<file path="config.mk">
export PLATFORM = sky130hd
export DESIGN_NAME = field_ext_ctrl
export DESIGN_NICKNAME = d
export VERILOG_FILES = /design/src/rtl/field_ext_ctrl.sv
export SDC_FILE = /design/constraint.sdc
export NUM_CORES = 1
export LEC_CHECK = 0
export ABC_CLOCK_PERIOD_IN_PS = 2900
export BUFFER_PORTS_ARGS = -buffer_cell sky130_fd_sc_hd__buf_2
export CORE_ASPECT_RATIO = 1.75
export CORE_MARGIN = 2
export CORE_UTILIZATION = 43
export DETAILED_ROUTE_END_ITERATION = 7
export GPL_TIMING_DRIVEN = 0
export PLACE_DENSITY = 0.95
export RECOVER_POWER = 50
export SYNTH_ARGS = -nofsm -noshare
export SYNTH_HDL_FRONTEND = slang
export SYNTH_SLANG_ARGS = --single-unit
</file>
<file path="constraint.sdc">
create_clock -name clk -period 2.9 [get_ports clk]
set_input_delay 0.29 -clock clk [delete_from_list [all_inputs] [get_ports clk]]
set_output_delay 0.29 -clock clk [all_outputs]
set_load 0.01 [all_outputs]
</file>
<file path="src/rtl/field_ext_ctrl.sv">
module field_ext_ctrl #(
  parameter int AW = 12
) (
  input  logic              clk,
  input  logic              rst_n,
  input  logic              iot_valid,
  input  logic [11:0]       iot_word,
  input  logic [11:0]       ac_in,
  output logic [11:0]       ac_out,
  output logic              ac_load,
  input  logic              use_df,
  input  logic [AW-1:0]     addr_in,
  output logic [AW+2:0]     addr_out,
  input  logic              jump_strobe,
  input  logic              intr_take,
  output logic [2:0]        if_cur,
  output logic [2:0]        df_cur,
  output logic              intr_hold
);
  localparam int FW = 3;

  logic [FW-1:0]   ifr, dfr, ibuf;
  logic            pend;
  logic [2*FW-1:0] saved;

  wire          hit  = iot_valid && (iot_word[11:6] == 6'o62);
  wire [FW-1:0] xval = iot_word[5:3];
  wire [2:0]    fn   = iot_word[2:0];
  wire          wr_df = hit && (fn == 3'd1 || fn == 3'd3);
  wire          wr_ib = hit && (fn == 3'd2 || fn == 3'd3);
  wire          rd_df = hit && (iot_word[5:0] == 6'o14);
  wire          rd_if = hit && (iot_word[5:0] == 6'o24);
  wire          rstr  = hit && (iot_word[5:0] == 6'o44);

  always_ff @(posedge clk) begin
    if (!rst_n) begin
      ifr   <= '0;
      dfr   <= '0;
      ibuf  <= '0;
      pend  <= 1'b0;
      saved <= '0;
    end else if (intr_take) begin
      saved <= {ifr, dfr};
      ifr   <= '0;
      dfr   <= '0;
      ibuf  <= '0;
      pend  <= 1'b0;
    end else begin
      if (jump_strobe && pend) begin
        ifr  <= ibuf;
        pend <= 1'b0;
      end
      if (wr_df) dfr <= xval;
      if (wr_ib) begin
        ibuf <= xval;
        pend <= 1'b1;
      end
      if (rstr) begin
        dfr  <= saved[FW-1:0];
        ibuf <= saved[2*FW-1:FW];
        pend <= 1'b1;
      end
    end
  end

  assign addr_out  = {(use_df ? dfr : ifr), addr_in};
  assign ac_load   = rd_df || rd_if;
  assign ac_out    = rd_df ? (ac_in | {6'd0, dfr, 3'd0}) :
                     rd_if ? (ac_in | {6'd0, ifr, 3'd0}) : ac_in;
  assign if_cur    = ifr;
  assign df_cur    = dfr;
  assign intr_hold = pend;

  p_if_only_on_jump_r4: assert property (@(posedge clk) disable iff (!rst_n)
    (!jump_strobe && !intr_take) |=> $stable(if_cur));

  p_jump_applies_r4: assert property (@(posedge clk) disable iff (!rst_n)
    (jump_strobe && intr_hold && !intr_take) |=> (if_cur == $past(ibuf)));

  p_intr_zero_r6: assert property (@(posedge clk) disable iff (!rst_n)
    intr_take |=> (if_cur == 3'd0 && df_cur == 3'd0 && !intr_hold));

  p_hold_waits_r7: assert property (@(posedge clk) disable iff (!rst_n)
    (intr_hold && !jump_strobe && !intr_take) |=> intr_hold);

  p_df_load_r3: assert property (@(posedge clk) disable iff (!rst_n)
    (wr_df && !intr_take) |=> (df_cur == $past(xval)));

  p_df_quiet_r10: assert property (@(posedge clk) disable iff (!rst_n)
    (!iot_valid && !intr_take) |=> $stable(df_cur));
endmodule

</file>
* After elaboration in Yosys (flattened, before gate mapping) *
Cells that the tools add are included.

operators by class
  muxes and demuxes = 10
  reduce and logical (&&, ||, !) cells = 14
  bitwise operators = 3
  equality and inequality tests = 7

operators by type and width
  kind                  number
  $mux W12              2
  $or A12 B6 Y12        2
  $mux W3               5
  $eq A6 B6 Y1 const B  2
  $logic_and A1 B1 Y1   7
  $eq A3 B2 Y1 const B  2
  $eq A6 B4 Y1 const B  1
  $eq A6 B5 Y1 const B  1
  $reduce_bool A2 Y1    2
  $eq A3 B1 Y1 const B  1
  $logic_or A1 B1 Y1    3
  $mux W1               3
  $reduce_bool A3 Y1    1
  $reduce_or A2 Y1      1
  $not A1 Y1            1

word-level totals
  output and inout bits = 35
  logic and storage cells = 39
  flip-flop bits (word level) = 16
  input port bits = 42

* Longest topological paths before layout *
Gate-level depths: netlist of run 1.

  depth in word-level cells = 5
  mapped depth = 5
  gate-level depth less buffers = 4

* Worst setup path before layout of run 1 *
OpenSTA, ideal clock, no wires.

  path type = input to output
  start point = in iot_word[8]
  end point = out ac_load
  arrival time = 1,161 ps
  path slack = 1,449 ps
  stages on the path = 4
  required time = 2,610 ps
  path buffers = 0
  cells stage by stage = and4bb_1 nand4b_4 nor3b_4 o21a_1

on the way
  cells in the longest elaborated chain, start to end = 4
  elaborated cells on any way between the ends = 5

RTL lines
  what                                    RTL line  source
  start, declared                         7         input logic [11:0] iot_word,
  $eq A6 B6 Y1 (*)                        26        wire hit = iot_valid && (iot_word[11:6] == 6'o62);
  $logic_and A1 B1 Y1 (*)                 26
  $logic_and A1 B1 Y1 (on tied branches)  31, 32
  $logic_or A1 B1 Y1 (*)                  67        assign ac_load = rd_df || rd_if;
  end, declared                           10        output logic ac_load,

Mark *: on every way between the ends. The rest lies on a longest branch, timed or not.

* Worst setup path after layout of run 1 *
Same ends and word-level chain as after synthesis.

==> metrics.cfg, run 1 <==
[outcome]
run_status=finished clean

[floorplan]
dieArea_mm2=0.00281
rows=23
ios=77
die_x_um=40.9
core_area_mm2=0.00227
start_util_pct=45.2
fp.dieH_um=68.7

[logic_synthesis]
synth-edff-count=0
ys_top_cells_by_area=dfxtp_1 31%, buf_4 15%, mux2i_1 6.8%
syn_area_per_cell_um2=9.42
synth_top_area_share_pct=31.2
synth_area_leader_cell=dfxtp_1
async_reset_ff_share_pct=0
synthCells=109
ys_types=32
ys.flop_type=dfxtp_1
syn-cell-area_mm2=0.00103
yosys_warnings=0
synth_seq_cells=16
synth_fp_nets=151
ys_seq_area_share_pct=31.2

[global_routing]
grt-ovfl-total=0
grt_max_degree=11
grt_pass1_wl_mm=3.72
grt_antenna_before_repair=0
grt_pass1_vias=893
grt.total_usage_pct=20.3

[sta]
slew_headroom_pct=77.8
setup_tns_ns=0
final.min_clock_period_ns=1.73
hold_viol_final=0
setup_violations=0
max_freq_mhz=579
holdWs_ns=0.356
slew_viol_final=0
rsz0062_at_grt=false
skew_ns=0.00115
setup_slack_ns=1.17
post-route-period-util_pct=59.5
worstMarginPinSlew_ns=0.328

[setup_path]
slowest_stage=and4bb_1
worst_setup_path_end_kind=primary output
worstSetupStartpointType=primary input
path_class=in2out
path_cells=buf_2 > and4bb_1 > nand4b_4 > nor3b_4 > o21a_1 > buf_2
crit_top_cell=buf_2
cp.arrival_ns=1.44
critical_path_required_ns=2.61
crit_fanout=6
slowest_delay_ns=0.31

[routing]
routed_wirelength_mm=2.90
dr.first_iter.drc_count=13
vias_per_cell=5.32
wl_per_cell_um=15.2
drc=0
num_vias=1017
antenna_left=0
drtPass1Iterations=4

[power_and_ir_drop]
p_leak_nw=0.653
p_int_uw=359
switchingPower_uw=107
comb_power_share_pct=19.5
seqPwrFrac_pct=47.2
p_clk_share_pct=33.3
swShare_pct=23.0
power_density_mw_per_mm2=346
peakVddDrop_v=0.000246

[placed_design]
place_area_mm2=0.00133
place_hpwl_mm=2.39
post-place-ws_ns=1.17
place.gp.congestion=0.792
io_buffer_count=54

[cells_and_area]
diodes=0
final_layout_size_suffix_gt1_share_pct=42.8
layout_common_cells=38 x buf_2, 21 x buf_4, 18 x clkbuf_1
area_growth_pct=31.2
final_common_cell=buf_2
post-route-cell-area_mm2=0.00135
final_nets=210

[clock_network]
cts.sinks=16
htree_levels=1
cts_tree=built
cts_resized=0
insertion_delay_ns=0.24
postCtsSetupRepairBufs=0
cts_inserted_buffers=3
clk_pin_slew_ns=0.06
ctsHoldBuffers=0
clock_path_buffers=2
clock-root-buffer=clkbuf_8

[min_path]
min_path_type=in2reg

[run]
drv_cap=0

-- cell type report --
type | count | area [um^2]
Fill cell | 205 | 926
Multi-Input combinational cell | 68 | 532
Sequential cell | 16 | 320
Timing Repair Buffer | 54 | 248
Buffer | 23 | 168
Clock buffer | 3 | 41.3
Tap cell | 25 | 31.3
Inverter | 2 | 7.51
-- critical path, delay by kind of cell --
kind / cells / cell delay [ns]
AOI/OAI and AO/OA: 1 / 0.16
buffers and inverters: 2 / 0.22
and+or+nand+nor: 3 / 0.77
-- through the flow --
stage / total power, mW / utilization [%] / std cells
6_report: 0.466 / 59.3 / 191
3_3_place_gp: 0.315 / 58.4 / 188
3_5_place_dp: 0.318 / 58.4 / 188
5_1_grt: 0.489 / 59.3 / 191
2_1_floorplan: 0.279 / - / 109
4_1_cts: 0.475 / 60.3 / 191
-- state kept, by name, summed over array words and instances (netlist names) --
register,flops
intr_hold,1
ibuf,3
df_cur,3
if_cur,3
saved,6
-- cells by family after synthesis --
family / synth area share [%]
flops: 31.2
mux: 10.1
buf+inv: 17.1
compound gates: 19.1
simple gates: 22.5
-- cells in the mapped netlist, types with 2 or more instances --
master and instances:
nand2_1 10, buf_2 2, nor3b_4 2, o22ai_1 3, a22o_1 3, mux2i_1 7, a22oi_1 2, dfxtp_1 16
nor2b_1 10, o21a_1 2, nand3_1 4, mux2_2 3, inv_1 2, a21o_1 3, a21oi_1 3, buf_4 21
-- power by group through the flow --
stage / logic, mW / registers [mW] / clock network (mW)
floorplan: 0.0538 / 0.225 / 0
global placement: 0.0907 / 0.225 / 0
detailed placement: 0.0934 / 0.225 / 0
CTS: 0.0938 / 0.220 / 0.161
global route: 0.0988 / 0.220 / 0.170
finish: 0.0911 / 0.220 / 0.155
-- metal layers --
layer  track usage, %  part of all wire (%)
met1             14.2                    31
met2             42.8                    58
met3             1.28                   9.1
met4             13.3                   2.1
met5                0                     0
-- final timing paths --
kind          startpoint        end  slack [ns]  depth (start not counted)
max          iot_word[8]    ac_load        1.17                          6
min reg2reg      ibuf[2]  if_cur[2]        0.47                          2
max reg2reg     saved[4]    ibuf[1]        2.01                          2
min                rst_n   saved[0]        0.36                          2
Power figures use the tool's default switching activity.
==> inputs of run 2 (changes only) <==
--- a/config.mk
+++ b/config.mk
@@ -5,14 +5,14 @@
 export SDC_FILE = /design/constraint.sdc
 export NUM_CORES = 1
 export LEC_CHECK = 0
-export ABC_CLOCK_PERIOD_IN_PS = 2900
+export ABC_CLOCK_PERIOD_IN_PS = 1600
 export BUFFER_PORTS_ARGS = -buffer_cell sky130_fd_sc_hd__buf_2
 export CORE_ASPECT_RATIO = 1.75
 export CORE_MARGIN = 2
-export CORE_UTILIZATION = 43
+export CORE_UTILIZATION = 40
 export DETAILED_ROUTE_END_ITERATION = 7
 export GPL_TIMING_DRIVEN = 0
-export PLACE_DENSITY = 0.95
+export PLACE_DENSITY = 0.92
 export RECOVER_POWER = 50
 export SYNTH_ARGS = -nofsm -noshare
 export SYNTH_HDL_FRONTEND = slang
==> constraint.sdc (replaced) <==
create_clock -name clk -period 1.6 [get_ports clk]
set_input_delay 0.16 -clock clk [delete_from_list [all_inputs] [get_ports clk]]
set_output_delay 0.16 -clock clk [all_outputs]
set_load 0.01 [all_outputs]
==> run 2 against run 1 <==
  * Cell area is 0.19% lower
  * Power is 82% higher
  * Critical endpoint is now ac_out[4]
  * Critical path type unchanged
  * Wire length is 13% lower
==> metrics.cfg, run 2 (synthesis gave the netlist of run 1 again) <==
[cells_and_area]
instances_no_fill=192  ; +0.52%
seq_area_um2=320  ; unchanged
max_flop_register=saved
final_layout_size_suffix_gt1_share_pct=41.0  ; -1.8 points
final_nets=210  ; unchanged
final_common_cell=buf_2
area_growth_pct=30.9
layout_common_cells=35 x buf_2, 21 x buf_4, 21 x clkbuf_1
multi_input_area_um2=532  ; unchanged
diodes=0  ; unchanged
nFillCells=239  ; +17%
largest_register_ffs=6  ; unchanged

[routing]
num_vias=971  ; -4.5%
vias_per_cell=5.06  ; -5.0%
antenna_left=0  ; unchanged
wl_per_cell_um=13.2  ; -13%
routed_wirelength_mm=2.53  ; -13%
drtPass1Iterations=4  ; unchanged
dr.first_iter.drc_count=41  ; +28
drc=0  ; unchanged

[floorplan]
die_x_um=42.3  ; +3.3%
start_util_pct=41.7  ; -3.5 points
rows=24  ; +4.3%
dieArea_mm2=0.00301  ; +6.9%
fp.dieH_um=71.0  ; +3.5%
ios=77  ; unchanged
core_area_mm2=0.00246  ; +8.3%

[global_routing]
grt_antenna_before_repair=0  ; unchanged
grt_max_degree=11  ; unchanged
grt-ovfl-total=0  ; unchanged
use_met3_pct=3.06  ; +1.8 points
grt_most_used_layer=met2
grt_pass1_wl_mm=3.83  ; +3.0%
grt.total_usage_pct=16.8  ; -3.5 points
globalRouteMet2Util_pct=33.2  ; -9.6 points
gr-usage-met1_pct=14.4  ; +0.24 points
grt_pass1_vias=897  ; +0.45%

[clock_network]
ctsHoldBuffers=0  ; unchanged
cts_resized=0  ; unchanged
cts_inserted_buffers=3  ; unchanged
htree_levels=1  ; unchanged
clk_pin_slew_ns=0.06  ; about the same
clock-root-buffer=clkbuf_8
postCtsSetupRepairBufs=0  ; unchanged
insertion_delay_ns=0.24  ; about the same
cts.sinks=16  ; unchanged
clock_path_buffers=2  ; unchanged
cts_tree=built

[power_and_ir_drop]
p_leak_nw=0.645  ; -1.3%
peakVddDrop_v=0.000360  ; +46%
power_density_mw_per_mm2=632  ; +82%

[placed_design]
place_hpwl_mm=2.11  ; -12%
place.gp.congestion=0.766  ; -3.3%
io_buffer_count=54  ; unchanged
place_inst=189  ; +0.53%
post-place-ws_ns=0.133  ; -1.04 ns

[min_path]
min_path_type=in2reg

[sta]
skew_ns=0.00257  ; +0.00142 ns
final.min_clock_period_ns=1.47
rsz0062_at_grt=false
holdWs_ns=0.221  ; -0.136 ns
post-route-period-util_pct=91.6
setup_violations=0  ; unchanged
slew_viol_final=0  ; unchanged
setup_tns_ns=0  ; unchanged
worstMarginPinSlew_ns=0.285  ; -0.0432 ns
hold_viol_final=0  ; unchanged
max_freq_mhz=682
setup_slack_ns=0.135  ; -1.04 ns
slew_headroom_pct=80.7  ; +2.9 points

[setup_path]
worstSetupStartpointType=primary input
reg2reg_to=ibuf[2]
r2r_start=saved[5]
path_class=in2out
worst_setup_path_end_kind=primary output
slowest_delay_ns=0.30  ; about the same
regToRegSetupSlack_ns=0.72  ; -1.29 ns
path_cells=buf_2 > and4bb_1 > nand4b_4 > nor3b_4 > a21o_1 > buf_2
critPathLaunch=iot_word[8]
endpoint=ac_out[4]
cp.arrival_ns=1.31  ; -0.13 ns
crit_top_cell=buf_2
worst-path-stages=6  ; unchanged
crit_fanout=6  ; unchanged
critical_path_required_ns=1.44  ; -1.17 ns
path_buf_inv=2  ; unchanged
slowest_stage=and4bb_1
ff2ff_path_depth=2  ; unchanged
crit_family=simple AND/OR/NAND/NOR gates

[run]
drv_cap=0  ; unchanged

[outcome]
run_status=finished clean

==> run 2: worst register-to-register path: cells and delay by family (launching register included) <==
family / cells / cell delay, ns
flip-flops: 1 / 0.32
AO/OA/AOI/OAI: 2 / 0.45
==> run 2: worst min-delay path by stage <==
stage / from / endpoint / slack, ns / cells past startpoint
2_1_floorplan: rst_n / saved[4] / 0.29 / 1
3_3_place_gp: ibuf[2] / if_cur[2] / 0.46 / 2
3_5_place_dp: ibuf[0] / if_cur[0] / 0.47 / 2
4_1_cts: jump_strobe / if_cur[2] / 0.22 / 3
5_1_grt: rst_n / saved[0] / 0.24 / 2
6_report: rst_n / saved[3] / 0.22 / 2
==> run 2: layout make-up <==
class / instances / area share (%)
clock buffer: 3 / 3.07
tap: 26 / 2.42
multi-input combinational: 68 / 39.5
sequential: 16 / 23.8
timing repair buffer: 54 / 18.1
buffer: 23 / 12.5
inverter: 2 / 0.558
==> run 2: per-stage QoR <==
stage / power, mW / util [%] / cell area (um^2)
floorplan: 0.505 / - / 1030
global placement: 0.571 / 54.0 / 1330
detailed placement: 0.574 / 54.0 / 1330
CTS: 0.860 / 55.7 / 1370
global route: 0.879 / 54.6 / 1350
finish: 0.850 / 54.6 / 1350
==> run 2: metal layers <==
metal  routed length, um  share of wire (%)
met5                   0                  0
met4                  68                2.7
met3                 248                9.8
met2                1430                 57
met1                 781                 31
==> run 2: power by group <==
group          total (mW)  internal, mW  switching (mW)
Sequential          0.399         0.399        0.000118
Combinational       0.159        0.0849          0.0743
Clock               0.292         0.167           0.125
Total               0.850         0.650           0.200
==> inputs of run 3 (changes only) <==
--- a/config.mk
+++ b/config.mk
@@ -12,7 +12,7 @@
 export CORE_UTILIZATION = 40
 export DETAILED_ROUTE_END_ITERATION = 7
 export GPL_TIMING_DRIVEN = 0
-export PLACE_DENSITY = 0.92
+export PLACE_DENSITY = 0.8
 export RECOVER_POWER = 50
 export SYNTH_ARGS = -nofsm -noshare
 export SYNTH_HDL_FRONTEND = slang
==> constraint.sdc (replaced) <==
create_clock -name clk -period 1.6 [get_ports clk]
set_input_delay 0.24 -clock clk [delete_from_list [all_inputs] [get_ports clk]]
set_output_delay 0.24 -clock clk [all_outputs]
set_load 0.01 [all_outputs]
==> run 3 against run 2 <==
  * Flip-flop and latch count stayed put
  * Largest cell class unchanged
  * Register-to-register slack barely moved
  * Non-clock buffer count grew 2
  * Die area did not move
  * First-iteration DRC count shrank 51%
  * Sequential share of layout area down 0.81 points
  * Clock-buffer cell count increased by 1
  * Critical endpoint is now ac_load
  * Hold slack better by 0.075 ns
  * Cell count increased by 1.6%
  * Core utilization increased by 1.9 points
  * Clock skew decreased by 0.0015 ns
  * Global-route usage increased by 1.4 points
==> metrics.cfg, run 3 (synthesis gave the netlist of run 1 again) <==
[outcome]
run_status=finished clean

[cells_and_area]
area_growth_pct=35.6
layout_common_cells=32 x buf_2, 23 x buf_4, 21 x clkbuf_1
diodes=0  ; unchanged
max_flop_register=saved
largest_register_ffs=6  ; unchanged
final_layout_size_suffix_gt1_share_pct=42.0  ; +1.0 points
nFillCells=246  ; +2.9%
final_common_cell=buf_2
post-route-cell-area_mm2=0.00139  ; +3.5%
final_nets=212  ; +0.95%
instances_no_fill=195  ; +1.6%

[routing]
drc=0  ; unchanged
vias_per_cell=5.26  ; +4.0%
num_vias=1026  ; +5.7%
routed-wl-met3_um=268  ; +8.1%
drtPass1Iterations=4  ; unchanged
routed_wirelength_mm=2.73  ; +7.7%
dr.max_layer_used=met4
antenna_left=0  ; unchanged
dr.first_iter.drc_count=20  ; -51%
met2_length_mm=1.56  ; +8.9%
wl_per_cell_um=14.0  ; +6.1%
wirelength_met1_um=836  ; +7.0%

[setup_path]
path_cells=buf_6 > and4bb_1 > nand4b_4 > nor3b_4 > o21a_1 > buf_2
slowest_stage=and4bb_1
worst_setup_path_end_kind=primary output
crit_fanout=4  ; -2
slowest_delay_ns=0.31  ; about the same
cp.arrival_ns=1.31  ; about the same
worstSetupStartpointType=primary input
critical_path_required_ns=1.36  ; -0.08 ns
path_buf_inv=2  ; unchanged
path_class=in2out
crit_family=simple AND/OR/NAND/NOR gates

[sta]
skew_ns=0.00105  ; -0.00153 ns
worstMarginPinSlew_ns=0.288  ; +0.00236 ns
setup_tns_ns=0  ; unchanged
post-route-period-util_pct=97.1  ; +5.5 points
final.min_clock_period_ns=1.55  ; +0.0887 ns
max_freq_mhz=643  ; -5.7%
holdWs_ns=0.296  ; +0.0753 ns
slew_viol_final=0  ; unchanged
setup_violations=0  ; unchanged
rsz0062_at_grt=true
hold_viol_final=0  ; unchanged
slew_headroom_pct=80.6  ; -0.16 points

[placed_design]
place.gp.congestion=0.792  ; +3.4%
place_area_mm2=0.00133  ; unchanged
place_hpwl_mm=2.16  ; +2.3%
io_buffer_count=54  ; unchanged
place_inst=189  ; unchanged

[floorplan]
start_util_pct=41.7  ; unchanged
rows=24  ; unchanged
core_area_mm2=0.00246  ; unchanged
die_x_um=42.3  ; unchanged
ios=77  ; unchanged
fp.dieH_um=71.0  ; unchanged
dieArea_mm2=0.00301  ; unchanged

[clock_network]
cts_tree=built
insertion_delay_ns=0.24  ; about the same
cts_inserted_buffers=3  ; unchanged
clock-root-buffer=clkbuf_8
clk_pin_slew_ns=0.06  ; about the same
clock_path_buffers=2  ; unchanged
htree_levels=1  ; unchanged
cts.sinks=16  ; unchanged
ctsHoldBuffers=0  ; unchanged

[power_and_ir_drop]
peakVddDrop_v=0.000500  ; +39%
power_density_mw_per_mm2=655  ; +3.6%
p_leak_nw=0.667  ; +3.4%
power.total_uw=912  ; +7.3%

[global_routing]
grt.total_usage_pct=18.2  ; +1.4 points
grt-ovfl-total=0  ; unchanged
grt_pass1_vias=1001  ; +12%
grt_max_degree=11  ; unchanged
grt_pass1_wl_mm=4.18  ; +9.2%
grt_antenna_before_repair=0  ; unchanged

[run]
drv_cap=0  ; unchanged

[min_path]
min_path_type=in2reg

## run 3: changes by cell type in the layout (fill, tap and decap cells not counted), sizes merged
cell / previous run / this run
clkbuf: 24 / 25
buf: 56 / 58
## run 3: worst paths after layout
| path | startpoint | end | slack (ns) | cells after the start |
|---|---|---|---|---|
| worst max-delay path | iot_word[9] | ac_load | 0.05 | 6 |
| worst min-delay path | rst_n | saved[0] | 0.30 | 2 |
| worst max register to register | saved[5] | ibuf[2] | 0.73 | 2 |
| worst min register to register | ibuf[0] | if_cur[0] | 0.48 | 2 |
## run 3: layer usage
metal	GRT usage, %	up-vias
li1	-	487
met1	14.8	470
met2	35.6	63
met3	4.08	6
met4	12.8	0
met5	0	-
## run 3: layout make-up
cell class / instances / area (um^2) / share of cell area, %
Buffer: 23 / 168 / 12.0
Sequential cell: 16 / 320 / 23.0
Clock buffer: 4 / 55.1 / 3.95
Inverter: 2 / 7.51 / 0.539
Multi-Input combinational cell: 68 / 532 / 38.2
Timing Repair Buffer: 56 / 278 / 19.9
Tap cell: 26 / 32.5 / 2.34
## run 3: repair_timing
action | CTS | global route
buffers inserted | 1 | 1
cloned | 0 | 0
pin swaps | 2 | 6
gates resized for setup | 0 | 3
setup endpoints to repair | 4 | 4
## run 3: metrics by stage
stage | setup slack [ns] | util (%)
after floorplan | 0.249 | -
after global placement | -0.00743 | 54.0
after detailed placement | -0.0329 | 54.0
after CTS | 0.00767 | 56.6
after global routing | -0.0373 | 56.6
final | 0.0459 | 56.6
## run 3: power by group
part | switching [mW] | internal [mW] | leakage (nW)
Clock | 0.129 | 0.218 | 0.0288
Combinational | 0.0760 | 0.0897 | 0.510
Sequential | 0.000136 | 0.399 | 0.129
